## src/rtl/be_align_pkg.sv

```systemverilog
package be_align_pkg;

    localparam logic [2:0] ACC_BYTE_U = 3'd0;
    localparam logic [2:0] ACC_BYTE_S = 3'd1;
    localparam logic [2:0] ACC_HALF_U = 3'd2;
    localparam logic [2:0] ACC_HALF_S = 3'd3;
    localparam logic [2:0] ACC_WORD   = 3'd4;

    typedef enum logic {
        ST_IDLE   = 1'b0,
        ST_RESULT = 1'b1
    } seq_state_e;

    function automatic logic is_half(input logic [2:0] code);
        return (code == ACC_HALF_U) || (code == ACC_HALF_S);
    endfunction

    function automatic logic is_byte(input logic [2:0] code);
        return (code == ACC_BYTE_U) || (code == ACC_BYTE_S);
    endfunction

endpackage

```

## src/rtl/be_load_extract.sv

```systemverilog
module be_load_extract
    import be_align_pkg::*;
#(
    parameter int DATA_W = 32
) (
    input  logic [DATA_W-1:0]         rdata,
    input  logic [$clog2(DATA_W/8)-1:0] off,
    input  logic [2:0]                acc,
    output logic [DATA_W-1:0]         value
);
    localparam int LANES = DATA_W / 8;
    localparam int HALVES = LANES / 2;
    localparam int OFF_W = $clog2(LANES);

    logic [7:0]  lane [LANES];
    logic [15:0] half [HALVES];
    logic [7:0]  sel_b;
    logic [15:0] sel_h;

    // big-endian numbering: index 0 is the most significant lane
    for (genvar g = 0; g < LANES; g++) begin : g_lane
        assign lane[g] = rdata[DATA_W-1-8*g -: 8];
    end
    for (genvar g = 0; g < HALVES; g++) begin : g_half
        assign half[g] = rdata[DATA_W-1-16*g -: 16];
    end

    assign sel_b = lane[off];
    assign sel_h = half[off[OFF_W-1:1]];

    always_comb begin
        unique case (acc)
            ACC_BYTE_U: value = {{(DATA_W-8){1'b0}}, sel_b};
            ACC_BYTE_S: value = {{(DATA_W-8){sel_b[7]}}, sel_b};
            ACC_HALF_U: value = {{(DATA_W-16){1'b0}}, sel_h};
            ACC_HALF_S: value = {{(DATA_W-16){sel_h[15]}}, sel_h};
            ACC_WORD:   value = rdata;
            default:    value = '0;
        endcase
    end
endmodule

```

## src/rtl/be_store_pack.sv

```systemverilog
module be_store_pack
    import be_align_pkg::*;
#(
    parameter int DATA_W = 32
) (
    input  logic [DATA_W-1:0]           wdata,
    input  logic [$clog2(DATA_W/8)-1:0] off,
    input  logic [2:0]                  acc,
    output logic [DATA_W-1:0]           bus_w,
    output logic [DATA_W/8-1:0]         lanes_en
);
    localparam int LANES = DATA_W / 8;
    localparam int OFF_W = $clog2(LANES);

    logic [LANES-1:0] hit_b;
    logic [LANES-1:0] hit_h;

    // enable bit g covers bits [8g+7:8g]; that lane is byte offset LANES-1-g
    for (genvar g = 0; g < LANES; g++) begin : g_en
        assign hit_b[g] = (off == OFF_W'(LANES-1-g));
        assign hit_h[g] = (off[OFF_W-1:1] == (OFF_W-1)'((LANES-1-g)/2));
    end

    always_comb begin
        if (is_byte(acc)) begin
            bus_w    = {LANES{wdata[7:0]}};
            lanes_en = hit_b;
        end else if (is_half(acc)) begin
            bus_w    = {(LANES/2){wdata[15:0]}};
            lanes_en = hit_h;
        end else if (acc == ACC_WORD) begin
            bus_w    = wdata;
            lanes_en = '1;
        end else begin
            bus_w    = '0;
            lanes_en = '0;
        end
    end
endmodule

```

## src/rtl/be_access_check.sv

```systemverilog
module be_access_check
    import be_align_pkg::*;
#(
    parameter int OFF_W = 2
) (
    input  logic [OFF_W-1:0] off,
    input  logic [2:0]       acc,
    output logic             mis,
    output logic             bad
);
    assign bad = (acc > ACC_WORD);
    assign mis = (is_half(acc) && off[0]) || ((acc == ACC_WORD) && (off != '0));
endmodule

```

## src/rtl/be_data_aligner.sv

```systemverilog
module be_data_aligner
    import be_align_pkg::*;
#(
    parameter int DATA_W = 32,
    localparam int LANES = DATA_W / 8,
    localparam int OFF_W = $clog2(LANES)
) (
    input  logic              clk,
    input  logic              rst_n,
    input  logic              in_valid,
    input  logic              is_store,
    input  logic [OFF_W-1:0]  addr_lo,
    input  logic [2:0]        acc_type,
    input  logic [DATA_W-1:0] bus_rdata,
    input  logic [DATA_W-1:0] reg_wdata,
    output logic              out_valid,
    output logic [DATA_W-1:0] load_data,
    output logic [DATA_W-1:0] bus_wdata,
    output logic [LANES-1:0]  byte_en,
    output logic              misaligned,
    output logic              bad_type
);
    seq_state_e state_q, state_d;

    logic [DATA_W-1:0] ext_val;
    logic [DATA_W-1:0] pack_val;
    logic [LANES-1:0]  pack_en;
    logic              chk_mis;
    logic              chk_bad;

    be_load_extract #(.DATA_W(DATA_W)) u_extract (
        .rdata (bus_rdata),
        .off   (addr_lo),
        .acc   (acc_type),
        .value (ext_val)
    );

    be_store_pack #(.DATA_W(DATA_W)) u_pack (
        .wdata    (reg_wdata),
        .off      (addr_lo),
        .acc      (acc_type),
        .bus_w    (pack_val),
        .lanes_en (pack_en)
    );

    be_access_check #(.OFF_W(OFF_W)) u_check (
        .off (addr_lo),
        .acc (acc_type),
        .mis (chk_mis),
        .bad (chk_bad)
    );

    // next-state logic
    always_comb begin
        state_d = state_q;
        unique case (state_q)
            ST_IDLE:   if (in_valid)  state_d = ST_RESULT;
            ST_RESULT: if (!in_valid) state_d = ST_IDLE;
            default:   state_d = ST_IDLE;
        endcase
    end

    // state register
    always_ff @(posedge clk or negedge rst_n) begin
        if (!rst_n) state_q <= ST_IDLE;
        else        state_q <= state_d;
    end

    assign out_valid = (state_q == ST_RESULT);

    // result registers, loaded only when a request is accepted
    always_ff @(posedge clk or negedge rst_n) begin
        if (!rst_n) begin
            load_data  <= '0;
            bus_wdata  <= '0;
            byte_en    <= '0;
            misaligned <= 1'b0;
            bad_type   <= 1'b0;
        end else if (in_valid) begin
            misaligned <= chk_mis;
            bad_type   <= chk_bad;
            if (chk_mis || chk_bad) begin
                load_data <= '0;
                bus_wdata <= '0;
                byte_en   <= '0;
            end else begin
                load_data <= is_store ? '0 : ext_val;
                bus_wdata <= is_store ? pack_val : '0;
                byte_en   <= pack_en;
            end
        end
    end
endmodule

```

## config.mk

```make
export PLATFORM = sky130hd
export DESIGN_NAME = be_data_aligner
export DESIGN_NICKNAME = d
export VERILOG_FILES = /design/src/rtl/be_align_pkg.sv /design/src/rtl/be_load_extract.sv /design/src/rtl/be_store_pack.sv /design/src/rtl/be_access_check.sv /design/src/rtl/be_data_aligner.sv
export SDC_FILE = /design/constraint.sdc
export NUM_CORES = 1
export LEC_CHECK = 0
export ABC_CLOCK_PERIOD_IN_PS = 1000
export BUFFER_PORTS_ARGS = -buffer_cell sky130_fd_sc_hd__buf_2
export CAP_MARGIN = 20
export CORE_MARGIN = 4
export CORE_UTILIZATION = 53
export DETAILED_ROUTE_END_ITERATION = 10
export GPL_TIMING_DRIVEN = 1
export PLACE_DENSITY = 0.85
export RECOVER_POWER = 25
export SETUP_SLACK_MARGIN = 0.3
export SYNTH_ARGS = -nofsm -noshare
export SYNTH_HDL_FRONTEND = slang
export SYNTH_HIERARCHICAL = 1
export SYNTH_SLANG_ARGS = --single-unit
```

## constraint.sdc

```tcl
create_clock -name clk -period 1 [get_ports clk]
set_input_delay 0.2 -clock clk [delete_from_list [all_inputs] [get_ports clk]]
set_output_delay 0.2 -clock clk [all_outputs]
set_load 0.02 [all_outputs]
```

==> reports/metrics.csv <==
metric;value;unit
grt_pass1_vias;5606;
filler_cell_count;326;
worstMarginPinSlew;0.569;ns
p_int;5.85;mW
post-dp-hpwl;10200;um
status;finished, violations left;
grt_overflow;0;
finalHoldViolations;0;
avgViaCountPerCell;6.69;
grt_setup_unrepaired;true;
dieArea;10300;sq um
worstSetupStartpointType;primary input;
violations;setup timing;
synth.avg_cell_area;9.27;sq um
comb_power_share;32.9;%
crit_required;1.26;ns
start_util;55.3;%
critical_path_arrival;1.66;ns
synth_area;4610;sq um
p_seq_share;35.2;%
nets;808;
portBuffers;143;
min_period;1.40;ns
placedCellCount;765;
rows;33;
synth-seq-area-share;38.6;%
clock-sinks;71;
coreArea;8340;sq um
antenna_left;0;
synth.distinct_cells;45;
clock_power_share;31.9;%
fin_ws;-0.398;ns
globalplace.congestion;0.915;
final_cell_count_no_fill;845;
p_per_area;1210;nW/um^2
antenna_found_initial;0;
p_switching;3.15;mW
worstSetupPathType;in2reg;
ir_drop;0.000955;V
slew_viol_final;0;
antenna_cells;0;
switching_share;35.0;%
min_path_type;in2reg;
period_share;140;%
path_max_fanout;8;
synth_area_leader_cell;dfrtp_1;
insertion_delay;0.38;ns
die_y;101;um
drc_errors;0;
slew-limit-headroom;61.0;%
yosysWarnings;6;
synth-seq-cells;71;
drt-total-wl;22700;um
io_pins;144;
drtIter0Drc;656;
dr.pass1.iters;5;
fp.dieW;101;um
cts_made_buffers;9;
cts_buffer_depth;2;
ys_top_cells_by_area;dfrtp_1, o22ai_2, nand2_1;
cts_root_buf;clkbuf_8;
worstSetupEndpointType;flip-flop;
grt_max_degree;41;
cts_tree;yes;
skew;0;ns
syn_nets;570;
yosys.area.top_type_share;38.6;%
path_clk_slew;0.12;ns
fin_setup_tns;-27.44;ns
synthCells;497;
setup_viol;139;
fmax;715;MHz
p_total;9.00;mW
drive_above_1_share;54.2;%
p_leak;3.49;nW
wire_per_inst;26.9;um
maxCapViolations;0;
syn2layout_area_growth;61.6;%
grt.total_usage;38.5;%
htreeDepth;3;
num_vias;5657;
grt_pass1_wl;30000;um
-- cell usage after synthesis, drive strengths merged --
| library cell | count |
|---|---|
| o31ai | 2 |
| a21o | 1 |
| o21a | 9 |
| inv | 76 |
| o22ai | 76 |
| or2 | 2 |
| o21bai | 1 |
| o21ba | 1 |
| dfrtp | 71 |
| o2bb2ai | 16 |
| o21ai | 4 |
| o211ai | 16 |
| nand4b | 1 |
| nor2b | 1 |
| mux2i | 19 |
| mux2 | 4 |
| clkbuf | 13 |
| a221o | 7 |
| dlymetal6s2s | 1 |
| nor4b | 1 |
| a22oi | 1 |
| nor3 | 1 |
| nand2b | 1 |
| or3 | 2 |
| buf | 32 |
| nand3b | 1 |
| or3b | 5 |
| nor3b | 3 |
| a21oi | 24 |
| nor2 | 9 |
| and2b | 1 |
| nand2 | 94 |
| o22a | 1 |
-- worst max-delay path: stages --
cell	delay, ns
buf_4	0.17
nor2_2	0.18
o22ai_4	0.12
or3b_4	0.44
buf_4	0.17
buf_12	0.14
o22ai_2	0.23
-- metrics by stage --
stage / setup slack [ns] / hold WS, ns / util [%] / cell area [sq um]
after global routing: -0.410 / 0.214 / 89.3 / 7440
after floorplan: -0.566 / -0.0956 / - / 4670
after detailed placement: -0.687 / 0.0702 / 69.8 / 5820
after CTS: -0.262 / 0.219 / 86.6 / 7220
after global placement: -0.638 / 0.0678 / 69.8 / 5820
final: -0.398 / 0.197 / 89.3 / 7440
-- power groups by stage --
stage          Combinational, mW  Clock, mW  Sequential (mW)
2_1_floorplan               1.02          0             3.35
3_3_place_gp                1.94          0             3.16
3_5_place_dp                2.00          0             3.16
4_1_cts                     2.60       2.65             3.14
5_1_grt                     3.05       2.98             3.18
6_report                    2.96       2.87             3.17
-- placed cells by master, fill, tap and decap left out, drive strengths merged, types with 3 or more instances in the layout --
cell type  instances
clkbuf            12
nor3b              3
or3b               5
nor2               9
o21a               9
buf              269
o21ai              4
inv               77
o211ai            16
mux2i             19
a221o              7
mux2               4
nand2             94
dfrtp             71
o2bb2ai           16
a21oi             24
o22ai             76
-- final timing paths --
path	startpoint	to	slack, ns	depth (start not counted)
setup / recovery	addr_lo[0]	bus_wdata[31]	-0.40	7
hold / removal	reg_wdata[20]	bus_wdata[20]	0.20	5
setup reg to reg	bus_wdata[31]	bus_wdata[31]	-0.09	4
hold reg to reg	byte_en[1]	byte_en[1]	0.55	2
max in group asynchronous	rst_n	bus_wdata[15]	0.09	3
min in group asynchronous	rst_n	bus_wdata[13]	0.27	2
-- cells by family (layout without fill, tap and decap cells) --
kind of cell | count (synthesis) | in the layout | share of synthesized area, %
DFF | 71 | 71 | 38.6
buffers and inverters | 122 | 364 | 13.4
and+or+nand+nor | 122 | 122 | 11.9
muxes | 23 | 23 | 5.10
AOI/OAI and AO/OA | 159 | 160 | 31.0
-- sequential cells by signal, summed over array words and instances, names as in the netlist --
register,cells
bus_wdata,32
byte_en,4
load_data,32
misaligned,1
out_valid,1
bad_type,1
-- layout make-up --
cell class / instances / area [sq um] / area share (%)
multi-input cells: 305 / 2510 / 33.7
clock inverters: 6 / 93.8 / 1.26
flip-flops and latches: 71 / 1780 / 23.9
repair buffers: 272 / 2520 / 33.9
well taps: 105 / 131 / 1.76
inverters: 76 / 285 / 3.83
clock buffers: 10 / 128 / 1.71
-- metal layers --
metal	part of all wire, %	GRT usage, %	up-vias	routed length (um)
met3	12	9.71	231	2750
met1	32	41.9	2641	7190
met4	9.9	27.7	0	2260
li1	-	-	2203	-
met5	0	0	-	0
met2	46	64.8	582	10500
-- timing repair --
item,in CTS,in global routing
hold buffers,1,0
gates resized for setup,204,13
pin swaps,28,14
endpoints found under the hold margin,71,0
endpoints found under the setup margin,141,162
gates cloned,8,0
buffers inserted,32,23
Note: power is estimated with default switching activity, not from simulation.
